--- src/rtl/adc_gain_pkg.sv ---
package adc_gain_pkg;
  localparam int CODE_W = 8;
  localparam int PGA_W  = 7;
  localparam logic [CODE_W-1:0] XOVER = 8'hA5;

  function automatic logic [PGA_W-1:0] pga_idx(input logic [CODE_W-1:0] c);
    return (c >= XOVER) ? PGA_W'(c - XOVER) : '0;
  endfunction

  function automatic logic [CODE_W-1:0] att_steps(input logic [CODE_W-1:0] c);
    return (c >= XOVER) ? '0 : CODE_W'(XOVER - c);
  endfunction
endpackage

--- src/rtl/ags_zc_track.sv ---
module ags_zc_track
  import adc_gain_pkg::*;
#(
  parameter int TIMEOUT = 4096
) (
  input  logic              clk_i,
  input  logic              rst_ni,
  input  logic [CODE_W-1:0] code_i,
  input  logic              zc_en_i,
  input  logic              valid_i,
  input  logic              sign_i,
  output logic [CODE_W-1:0] act_code_o,
  output logic              apply_o
);
  localparam int CW = (TIMEOUT > 1) ? $clog2(TIMEOUT) : 1;

  logic          prev_sign;
  logic [CW-1:0] cnt;
  logic          pending, zc_hit, tmo;

  assign pending = (code_i != act_code_o);
  assign zc_hit  = valid_i && (sign_i != prev_sign);
  assign tmo     = valid_i && (cnt == CW'(TIMEOUT - 1));
  assign apply_o = pending && (!zc_en_i || zc_hit || tmo);

  always_ff @(posedge clk_i or negedge rst_ni) begin
    if (!rst_ni) begin
      act_code_o <= '0;
      prev_sign  <= 1'b0;
      cnt        <= '0;
    end else begin
      if (apply_o) act_code_o <= code_i;
      if (valid_i) prev_sign <= sign_i;
      if (!pending || apply_o || !zc_en_i) cnt <= '0;
      else if (valid_i)                     cnt <= cnt + 1'b1;
    end
  end

  AST_NOZC_FOLLOW: assert property (@(posedge clk_i) disable iff (!rst_ni)
    !zc_en_i |=> act_code_o == $past(code_i));
  AST_ZC_HOLD: assert property (@(posedge clk_i) disable iff (!rst_ni)
    zc_en_i && !valid_i |=> $stable(act_code_o));
endmodule

--- src/rtl/ags_atten.sv ---
module ags_atten
  import adc_gain_pkg::*;
#(
  parameter int SW = 24
) (
  input  logic                 clk_i,
  input  logic                 rst_ni,
  input  logic                 valid_i,
  input  logic [CODE_W-1:0]    code_i,
  input  logic signed [SW-1:0] sample_i,
  output logic signed [SW-1:0] sample_o
);
  localparam int CF_W = 17;
  localparam int PW   = SW + CF_W + 1;

  logic [CODE_W-1:0]     steps;
  logic [CODE_W-1:0]     oct;
  logic [3:0]            frac;
  logic [CF_W-1:0]       coef;
  logic signed [PW-1:0]  prod;
  logic signed [PW-1:0]  shifted;

  assign steps = att_steps(code_i);
  assign oct   = steps / 8'd12;
  assign frac  = 4'(steps % 8'd12);

  // 0.5 dB step coefficients, 1.0 = 65536
  always_comb begin
    unique case (frac)
      4'd0:    coef = 17'd65536;
      4'd1:    coef = 17'd61870;
      4'd2:    coef = 17'd58409;
      4'd3:    coef = 17'd55142;
      4'd4:    coef = 17'd52057;
      4'd5:    coef = 17'd49145;
      4'd6:    coef = 17'd46396;
      4'd7:    coef = 17'd43801;
      4'd8:    coef = 17'd41350;
      4'd9:    coef = 17'd39037;
      4'd10:   coef = 17'd36854;
      default: coef = 17'd34792;
    endcase
  end

  assign prod    = PW'(sample_i) * $signed({1'b0, coef});
  assign shifted = prod >>> (oct + 8'd16);

  always_ff @(posedge clk_i or negedge rst_ni) begin
    if (!rst_ni)      sample_o <= '0;
    else if (valid_i) sample_o <= (code_i == '0) ? '0 : shifted[SW-1:0];
  end

  AST_MUTE_ZERO: assert property (@(posedge clk_i) disable iff (!rst_ni)
    valid_i && code_i == '0 |=> sample_o == '0);
  AST_SAMPLE_HOLD: assert property (@(posedge clk_i) disable iff (!rst_ni)
    !valid_i |=> $stable(sample_o));
endmodule

--- src/rtl/adc_gain_split.sv ---
module adc_gain_split
  import adc_gain_pkg::*;
#(
  parameter int NUM_CH  = 2,
  parameter int SW      = 24,
  parameter int TIMEOUT = 4096
) (
  input  logic                             clk_i,
  input  logic                             rst_ni,
  input  logic [NUM_CH-1:0][CODE_W-1:0]    gain_code_i,
  input  logic [NUM_CH-1:0]                zc_en_i,
  input  logic [NUM_CH-1:0][SW-1:0]        sample_i,
  input  logic                             valid_i,
  output logic [NUM_CH-1:0][PGA_W-1:0]     pga_code_o,
  output logic [NUM_CH-1:0][SW-1:0]        sample_o,
  output logic                             valid_o
);
  always_ff @(posedge clk_i or negedge rst_ni) begin
    if (!rst_ni) valid_o <= 1'b0;
    else         valid_o <= valid_i;
  end

  for (genvar ch = 0; ch < NUM_CH; ch++) begin : g_ch
    logic [CODE_W-1:0] act_code, dig_code;
    logic              apply;

    ags_zc_track #(.TIMEOUT(TIMEOUT)) i_track (
      .clk_i      (clk_i),
      .rst_ni     (rst_ni),
      .code_i     (gain_code_i[ch]),
      .zc_en_i    (zc_en_i[ch]),
      .valid_i    (valid_i),
      .sign_i     (sample_i[ch][SW-1]),
      .act_code_o (act_code),
      .apply_o    (apply)
    );

    // digital part waits for the amplifier only when the amplifier setting moves
    assign dig_code = (apply || pga_idx(gain_code_i[ch]) == pga_idx(act_code))
                    ? gain_code_i[ch] : act_code;
    assign pga_code_o[ch] = pga_idx(act_code);

    ags_atten #(.SW(SW)) i_atten (
      .clk_i    (clk_i),
      .rst_ni   (rst_ni),
      .valid_i  (valid_i),
      .code_i   (dig_code),
      .sample_i (sample_i[ch]),
      .sample_o (sample_o[ch])
    );

    AST_PGA_RANGE: assert property (@(posedge clk_i) disable iff (!rst_ni)
      pga_code_o[ch] <= PGA_W'(90));
    AST_PGA_WITH_DIG: assert property (@(posedge clk_i) disable iff (!rst_ni)
      !valid_i |=> $stable(pga_code_o[ch]) || !zc_en_i[ch]);
  end

  AST_VALID_PIPE: assert property (@(posedge clk_i) disable iff (!rst_ni)
    valid_i |=> valid_o);
endmodule

--- config.mk ---
export PLATFORM = sky130hd
export DESIGN_NAME = adc_gain_split
export DESIGN_NICKNAME = d
export VERILOG_FILES = /design/src/rtl/adc_gain_pkg.sv /design/src/rtl/ags_zc_track.sv /design/src/rtl/ags_atten.sv /design/src/rtl/adc_gain_split.sv
export SDC_FILE = /design/constraint.sdc
export NUM_CORES = 2
export LEC_CHECK = 0
export BUFFER_PORTS_ARGS = -buffer_cell sky130_fd_sc_hd__clkbuf_2
export CAP_MARGIN = 0
export CORE_MARGIN = 3
export CORE_UTILIZATION = 40
export CTS_BUF_LIST = sky130_fd_sc_hd__clkbuf_2
export DETAILED_ROUTE_END_ITERATION = 8
export SLEW_MARGIN = 20
export SYNTH_ARGS = -nofsm -noshare
export SYNTH_HDL_FRONTEND = slang
export SYNTH_HIERARCHICAL = 1
export SYNTH_SLANG_ARGS = --single-unit
--- constraint.sdc ---
create_clock -name clk_i -period 35.7 [get_ports clk_i]
set_input_delay 3.57 -clock clk_i [delete_from_list [all_inputs] [get_ports clk_i]]
set_output_delay 3.57 -clock clk_i [all_outputs]
set_load 0.05 [all_outputs]
**Word-level counts from Yosys, hierarchy flattened**

Memories as Yosys holds them, arrays and structs flattened.
Index checks and enable logic that the tools add are counted.

- Word-level logic and storage cells: 81
- Bits in read-only memories: 544
- Memories: 2
- Register bits after elaboration: 91
- Bits of input ports: 69
- Output and inout bits: 63

- Shifts and indexed selects: 2
- Div/mod/pow operators: 4
- Reduce and logical (&&, ||, !) cells: 24
- $add $sub $neg: 10
- Equal/unequal tests: 8
- Multiply operators: 2
- Multiplexer cells: 14
- $lt $le $gt $ge: 6

Memory list:

| name | depth | bits a word | rd ports | clocked after memory_dff | write ports | line | source |
|---|---|---|---|---|---|---|---|
| (name not given) | 16 | 17 | 1 | 0 | 0 | ags_atten.sv:29 | `unique case (frac)` |
| (name not given) | 16 | 17 | 1 | 0 | 0 | ags_atten.sv:29 |  |

Operators with widths:

| kind | number |
|---|---|
| 24-bit by 18-bit multiplier with 42-bit output | 2 |
| 42-bit by 8-bit >>> shifter with 24-bit output | 2 |
| 8-bit >= comparator, second input constant | 6 |
| 12-bit 2-to-1 mux | 4 |
| 24-bit 2-to-1 mux | 2 |
| 8-bit 2-to-1 mux | 4 |
| 7-bit 2-to-1 mux | 4 |
| 7-bit by 6-bit subtractor with 7-bit output, second input constant | 4 |
| 12-bit by 1-bit adder with 12-bit output, second input constant | 2 |
| 12-bit == test, second input constant | 2 |
| 8-bit by 5-bit adder with 8-bit output, second input constant | 2 |
| 8-bit by 4-bit divider with 8-bit output, second input constant | 2 |
| 8-bit logical NOT | 2 |
| 8-bit by 4-bit modulo with 8-bit output, second input constant | 2 |
| 8-bit != test | 2 |
| 8-bit subtractor, first input constant | 2 |
| 7-bit == test | 2 |
| 1-bit logical OR | 10 |
| 1-bit logical AND | 6 |
| 1-bit logical NOT | 4 |
| 2-bit nonzero test | 2 |
| 1-bit != test | 2 |

**Logic depth before layout (Yosys ltp)**

An unclocked memory read counts as a cell.

- Word-level depth: 14
- Depth in mapped cells: 54
- Gate-level depth less buffers: 48

**Modules after synthesis**

Netlist, hierarchy kept.

By module, submodules not included:

| module | area each (um2) | sequential area each (um2) | instances | cells an instance |
|---|---|---|---|---|
| ags_atten at g_ch[1].i_atten | 18697.9 | 600.6 | 1 | 2186 |
| ags_atten at g_ch[0].i_atten | 18202.5 | 600.6 | 1 | 2116 |
| ags_zc_track | 1134.8 | 525.5 | 2 | 94 |
| adc_gain_split | 1425.1 | 25.0 | 1 | 206 |

**Least setup slack after synthesis**

OpenSTA, ideal clock, no wires.

- Path kind: input port to flip-flop
- Start point: in gain_code_i[1] (netlist name)
- End point: reg g_ch[0].i_atten.sample_o[5]
- Data arrival time: 15.992 ns
- Required time: 35.578 ns
- Setup slack: 19.586 ns
- Library setup time: 0.122 ns
- Buffers on the path: 5
- Stages: 46
- Path through: inv_1 > ha_1 > nand2b_1 > a2111oi_2 > nor2_1 > a22oi_1 > o211ai_1 > or2_1 > clkbuf_1 > o311ai_0 > ha_1 > buf_2 > and2_1 > nand4_1 > a31oi_4 > o31a_1 > nand2_1 > xnor2_1 > [... 10 more ...] > fa_1 > fa_1 > inv_1 > fa_1 > inv_1 > ha_1 > clkbuf_1 > and3_1 > and2_1 > a221o_1 > a221o_1 > a21oi_1 > xor2_1 > nor3_1 > or3_4 > o21ai_1 > nand2_1 > a32o_1

- Cells in the longest elaborated chain, start to end: 12
- Elaborated cells on any way between the ends: 19
- Classes of those cells: 3 x add/sub; 1 x mul; 2 x div; 2 x order compare; 2 x eq/ne; 1 x shift; 4 x mux; 3 x reduce/logical; 1 x memory

RTL lines:

| element | line | source |
|---|---|---|
| from (decl) | adc_gain_split.sv:10 | `input logic [NUM_CH-1:0][CODE_W-1:0] gain_code_i,` |
| 7-bit by 6-bit subtractor with 7-bit output / 8-bit >= comparator (equally long branches) | adc_gain_pkg.sv:7 | `return (c >= XOVER) ? PGA_W'(c - XOVER) : '0;` |
| 7-bit 2-to-1 mux | adc_gain_pkg.sv:7 |  |
| 7-bit == test | adc_gain_split.sv:39 | `assign dig_code = (apply \|\| pga_idx(gain_code_i[ch]) == pga_idx(act_code))` |
| 1-bit logical OR (*) | adc_gain_split.sv:39 |  |
| 8-bit 2-to-1 mux (*) | adc_gain_split.sv:40 | `? gain_code_i[ch] : act_code;` |
| net g_ch[0].dig_code[2] | adc_gain_split.sv:24 | `logic [CODE_W-1:0] act_code, dig_code;` |
| 8-bit subtractor / 8-bit >= comparator (equally long branches) | adc_gain_pkg.sv:11 | `return (c >= XOVER) ? '0 : CODE_W'(XOVER - c);` |
| 8-bit 2-to-1 mux | adc_gain_pkg.sv:11 |  |
| 8-bit by 4-bit modulo with 8-bit output | ags_atten.sv:25 | `assign frac = 4'(steps % 8'd12);` |
| memory read 16 x 17 bit | - |  |
| 24-bit by 18-bit multiplier with 42-bit output | ags_atten.sv:45 | `assign prod = PW'(sample_i) * $signed({1'b0, coef});` |
| 42-bit by 8-bit >>> shifter with 24-bit output | ags_atten.sv:46 | `assign shifted = prod >>> (oct + 8'd16);` |
| 24-bit 2-to-1 mux (*) | ags_atten.sv:50 | `else if (valid_i) sample_o <= (code_i == '0) ? '0 : shifted[SW-1:0];` |
| to (signal assigned) | ags_atten.sv:50 |  |
| to (decl) | ags_atten.sv:11 | `output logic signed [SW-1:0] sample_o` |

The timed path passes the listed nets; every way through them passes the cells marked *.
A chain may end at the register's enable or synchronous reset.

**Final worst setup path**

- Start point: in gain_code_i[1] (netlist name)
- End point: reg g_ch[0].i_atten.sample_o[5]

- Cells in the longest elaborated chain, start to end: 12
- Elaborated cells on any way between the ends: 19
- Classes of those cells: 3 x add/sub; 1 x mul; 2 x div; 2 x order compare; 2 x eq/ne; 1 x shift; 4 x mux; 3 x reduce/logical; 1 x memory

RTL lines:

| element | line |
|---|---|
| 7-bit by 6-bit subtractor with 7-bit output / 8-bit >= comparator (equally long branches) | adc_gain_pkg.sv:7 |
| 7-bit 2-to-1 mux | adc_gain_pkg.sv:7 |
| 7-bit == test | adc_gain_split.sv:39 |
| 1-bit logical OR | adc_gain_split.sv:39 |
| 8-bit 2-to-1 mux (*) | adc_gain_split.sv:40 |
| net g_ch[0].dig_code[1] | adc_gain_split.sv:24 |
| 8-bit subtractor / 8-bit >= comparator (equally long branches) | adc_gain_pkg.sv:11 |
| 8-bit 2-to-1 mux | adc_gain_pkg.sv:11 |
| 8-bit by 4-bit modulo with 8-bit output | ags_atten.sv:25 |
| memory read 16 x 17 bit | - |
| 24-bit by 18-bit multiplier with 42-bit output | ags_atten.sv:45 |
| 42-bit by 8-bit >>> shifter with 24-bit output | ags_atten.sv:46 |
| 24-bit 2-to-1 mux (*) | ags_atten.sv:50 |

Marked as above.

==> out/qor.yml <==
worst_setup_path:
  path_max_fanout: 24
  r2r_cells: 44
  cpMostUsedCell: "sky130_fd_sc_hd__fa_1"
  worst_path_max_delay_cell: "sky130_fd_sc_hd__fa_1"
  setup.worst_path.start_class: "primary input"
  endpoint_kind: "flop"
  worst-setup-path-type: "in -> reg"
  rrSetupSlack_ns: 20.66
  critPathRequiredTime_ns: 36.26
  crit-reg2reg-launch: "g_ch[0].i_track/act_code_o[0]$_DFFE_PN0P_"
  critPathArrivalTime_ns: 18.06
  cp_slowest_stage_delay_ns: 0.94
  crit-reg2reg-capture: "g_ch[0].i_atten/sample_o[5]$_DFFE_PN0P_"
routing:
  viasPerCell: 5.26
  number_of_vias_in_the_routed_layout: 31700
  route.detailed.wl_per_inst_um: 18.1
  detailedRoute.firstPassIterationCount: 6
  antenna_violation_net_count_after_detailed_routing: 0
  first_iter_violations: 1853
  drc_errors: 0
  post_route_wl_um: 109000
placed_design:
  buffer_ports.inserted: 131
  dp.final_hpwl_um: 87400
  place.gp.congestion: 0.910
timing:
  final.period_utilization: 0.490
  totalNegativeSetupSlack_ns: 0
  setup_viol: 0
  rsz0062_at_grt: "no"
  maxClockFrequency_mhz: 57.1
  maxSlewHeadroom: 0.271
  final.min_clock_period_ns: 17.50
  timing.clock.skew_ns: 0.0594
  final_max_slew_viol_count: 0
  tightest_slew_ns: 1.08
  final_hold_viol_count: 0
floorplan:
  placeable_core_area_um2: 100000
  top_level_ports: 132
  die-height_um: 325
  die_area_um2: 105000
  die-width_um: 325
  initial_utilization: 0.404
  row_count: 116
hold_path:
  hold_end: "g_ch[1].i_atten/sample_o[16]$_DFFE_PN0P_"
  holdCritStartpoint: "g_ch[1].i_atten/sample_o[16]$_DFFE_PN0P_"
  worstHoldPathCells: 1
  worstHoldPathType: "reg -> reg"
clock_network:
  ctsRootBufferMaster: "sky130_fd_sc_hd__clkbuf_2"
  tritoncts_num_sinks: 91
  cts.repair_timing.setup_buffer_count: 0
  number_of_buffers_inserted_during_clock_tree_synthesis: 9
  cts_tree: "yes"
  cts_htree_levels: 3
  worst_skew_pair.late_latency_ns: 0.64
  ctsHoldBuffers: 0
  ctsResizeCount: 0
  cts_max_path_buffers: 2
  worst_setup_hold_path_clk_slew_ns: 0.34
synth:
  number_of_flip_flops_and_latches_in_the_synthesized_netlist: 91
  syn-mean-instance-area_um2: 8.64
  register_area_share_after_synthesis: 0.0561
  syn-instance-count: 4696
  netlist-cell-type-count: 123
  count_of_flip_flops_with_a_built_in_enable_after_synthesis: 0
  postSynth.topFlopCell: "sky130_fd_sc_hd__dfrtp_1"
  warning_count_from_the_yosys_run: 6
  share_of_synthesized_registers_carrying_an_async_set_or_reset: 1.00
  syn-num-nets: 5799
  syn_area_um2: 40600
flow_run:
  cap_viol_max_count: 0
final_layout:
  drive_gt1_frac: 0.0737
  final_core_util: 0.423
  syn_to_final_growth_pct: 4.65
  filler_cell_count: 10200
  finish.net_count: 5764
global_route:
  grt_remaining_overflow: 0
  global_route_wire_length_before_repair_um: 183000
  grt_pass1_vias: 33200
  grt_antenna_before_repair: 10
  grt_max_degree: 67
  globalRouteTotalUtil: 0.212
status:
  run_status: "finished, final reports clean"
[worst max-delay path: cells and delay by family]
family	cells	cell delay [ns]
muxes	1	0.36
xor gates and xnor gates	1	0.34
buffers and inverters	6	0.92
and+or+nand+nor	13	3.28
adders and majority gates	9	4.62
AOI/OAI and AO/OA	15	4.93
[state kept, by name, indices dropped and copies added, names as in the netlist]
signal / count
g_ch.i_atten/sample_o: 48
g_ch.i_track/cnt: 24
g_ch.i_track/act_code_o: 16
valid_o: 1
g_ch.i_track/prev_sign: 2
[cell families after synthesis]
family	Yosys count	share of synthesized area
and+or+nand+nor	1416	0.176
adders and majority gates	1034	0.467
buffers and inverters	1260	0.122
DFF	91	0.0561
muxes	121	0.0342
AOI/OAI and AO/OA	624	0.113
xor gates and xnor gates	150	0.0324
[through the flow]
stage	cells	hold slack [ns]	area [um^2]	worst slack, ns
6_report	6030	0.552	42500	18.20
5_1_grt	6023	0.567	42500	17.37
4_1_cts	6023	0.553	42500	18.42
3_5_place_dp	6007	0.483	42300	17.72
3_3_place_gp	6007	0.497	42300	17.67
2_1_floorplan	4696	0.502	40600	19.59
[metal layers]
layer  up-vias  wire, um  global-route usage
met3       118      7450              0.0377
li1      14500         -                   -
met5         -        13                   0
met2       919     50000               0.339
met4         2      1780              0.0342
met1     16100     49900               0.307
[cells in the final DEF, fill, tap and decap left out, types with 10 or more instances in the layout]
cell	n
sky130_fd_sc_hd__a21oi_1	126
sky130_fd_sc_hd__nand2b_1	24
sky130_fd_sc_hd__a211oi_1	36
sky130_fd_sc_hd__and2_1	285
sky130_fd_sc_hd__a31oi_1	10
sky130_fd_sc_hd__nor2_1	128
sky130_fd_sc_hd__a21o_1	32
sky130_fd_sc_hd__o22ai_1	14
sky130_fd_sc_hd__o21a_1	14
sky130_fd_sc_hd__a32oi_1	15
sky130_fd_sc_hd__o211ai_1	31
sky130_fd_sc_hd__xor2_1	48
sky130_fd_sc_hd__clkbuf_2	139
sky130_fd_sc_hd__buf_4	44
sky130_fd_sc_hd__dfrtp_1	91
sky130_fd_sc_hd__xnor2_1	101
sky130_fd_sc_hd__ha_1	232
sky130_fd_sc_hd__nor3_1	63
sky130_fd_sc_hd__and3_1	44
sky130_fd_sc_hd__nor2b_1	140
sky130_fd_sc_hd__o31ai_1	11
sky130_fd_sc_hd__o21ai_0	104
sky130_fd_sc_hd__o2bb2ai_1	12
sky130_fd_sc_hd__nand3_1	37
sky130_fd_sc_hd__mux2i_1	60
sky130_fd_sc_hd__mux2_4	21
sky130_fd_sc_hd__inv_1	1037
sky130_fd_sc_hd__nand4_1	29
sky130_fd_sc_hd__o221ai_1	17
sky130_fd_sc_hd__o21ai_1	16
sky130_fd_sc_hd__nand2_1	579
sky130_fd_sc_hd__a211o_1	10
sky130_fd_sc_hd__mux2_2	33
sky130_fd_sc_hd__fa_1	802
[synth_stat cells (10+ instances only)]
cell type / count / area (um^2)
sky130_fd_sc_hd__a21oi_1: 130 / 651
sky130_fd_sc_hd__and2_1: 286 / 1790
sky130_fd_sc_hd__a32oi_1: 15 / 131
sky130_fd_sc_hd__buf_4: 10 / 75.1
sky130_fd_sc_hd__nor2_1: 128 / 480
sky130_fd_sc_hd__and3_1: 44 / 275
sky130_fd_sc_hd__o211ai_1: 31 / 233
sky130_fd_sc_hd__nand4_1: 29 / 181
sky130_fd_sc_hd__inv_1: 1037 / 3890
sky130_fd_sc_hd__o21ai_1: 18 / 90.1
sky130_fd_sc_hd__fa_1: 802 / 16100
sky130_fd_sc_hd__buf_2: 54 / 270
sky130_fd_sc_hd__o2bb2ai_1: 12 / 105
sky130_fd_sc_hd__o21ai_0: 104 / 521
sky130_fd_sc_hd__dfrtp_1: 91 / 2280
sky130_fd_sc_hd__xnor2_1: 102 / 893
sky130_fd_sc_hd__o311ai_0: 11 / 96.3
sky130_fd_sc_hd__nand3_1: 37 / 185
sky130_fd_sc_hd__o22ai_1: 14 / 87.6
sky130_fd_sc_hd__a211o_1: 10 / 87.6
sky130_fd_sc_hd__mux2_4: 21 / 315
sky130_fd_sc_hd__nor2b_1: 140 / 876
sky130_fd_sc_hd__mux2_2: 33 / 372
sky130_fd_sc_hd__o31ai_1: 11 / 82.6
sky130_fd_sc_hd__mux2i_1: 61 / 611
sky130_fd_sc_hd__o21a_1: 14 / 105
sky130_fd_sc_hd__a31oi_1: 12 / 75.1
sky130_fd_sc_hd__nor3_1: 64 / 320
sky130_fd_sc_hd__a21o_1: 32 / 240
sky130_fd_sc_hd__a211oi_1: 36 / 270
sky130_fd_sc_hd__ha_1: 232 / 2900
sky130_fd_sc_hd__clkbuf_1: 141 / 529
sky130_fd_sc_hd__nand2_1: 579 / 2170
sky130_fd_sc_hd__xor2_1: 48 / 420
sky130_fd_sc_hd__nand2b_1: 24 / 150
sky130_fd_sc_hd__o221ai_1: 17 / 149
[worst max path at each step]
| stage | start | to | slack [ns] | depth (start not counted) |
|---|---|---|---|---|
| 3_3_place_gp | gain_code_i[8] | g_ch[1].i_atten/sample_o[18]$_DFFE_PN0P_ | 17.67 | 40 |
| 6_report | gain_code_i[1] | g_ch[0].i_atten/sample_o[5]$_DFFE_PN0P_ | 18.20 | 45 |
| 4_1_cts | gain_code_i[1] | g_ch[0].i_atten/sample_o[5]$_DFFE_PN0P_ | 18.42 | 45 |
| 3_5_place_dp | gain_code_i[1] | g_ch[0].i_atten/sample_o[5]$_DFFE_PN0P_ | 17.72 | 45 |
| 5_1_grt | gain_code_i[8] | g_ch[1].i_atten/sample_o[18]$_DFFE_PN0P_ | 17.37 | 41 |
| 2_1_floorplan | gain_code_i[1] | g_ch[0].i_atten/sample_o[5]$_DFFE_PN0P_ | 19.59 | 46 |
[area by class of cell]
class	instances	area [um^2]	area share
multi-input cells	3345	33500	0.788
inverters	1040	3900	0.0919
flip-flops and latches	91	2280	0.0536
well taps	1357	1700	0.0400
repair buffers	174	981	0.0231
clock inverters	7	88.8	0.00209
clock buffers	9	45.0	0.00106
diodes	7	17.5	0.000412
Power is not shown: default switching activity piles up to over one toggle a cycle in this logic, so the estimate is an artifact.
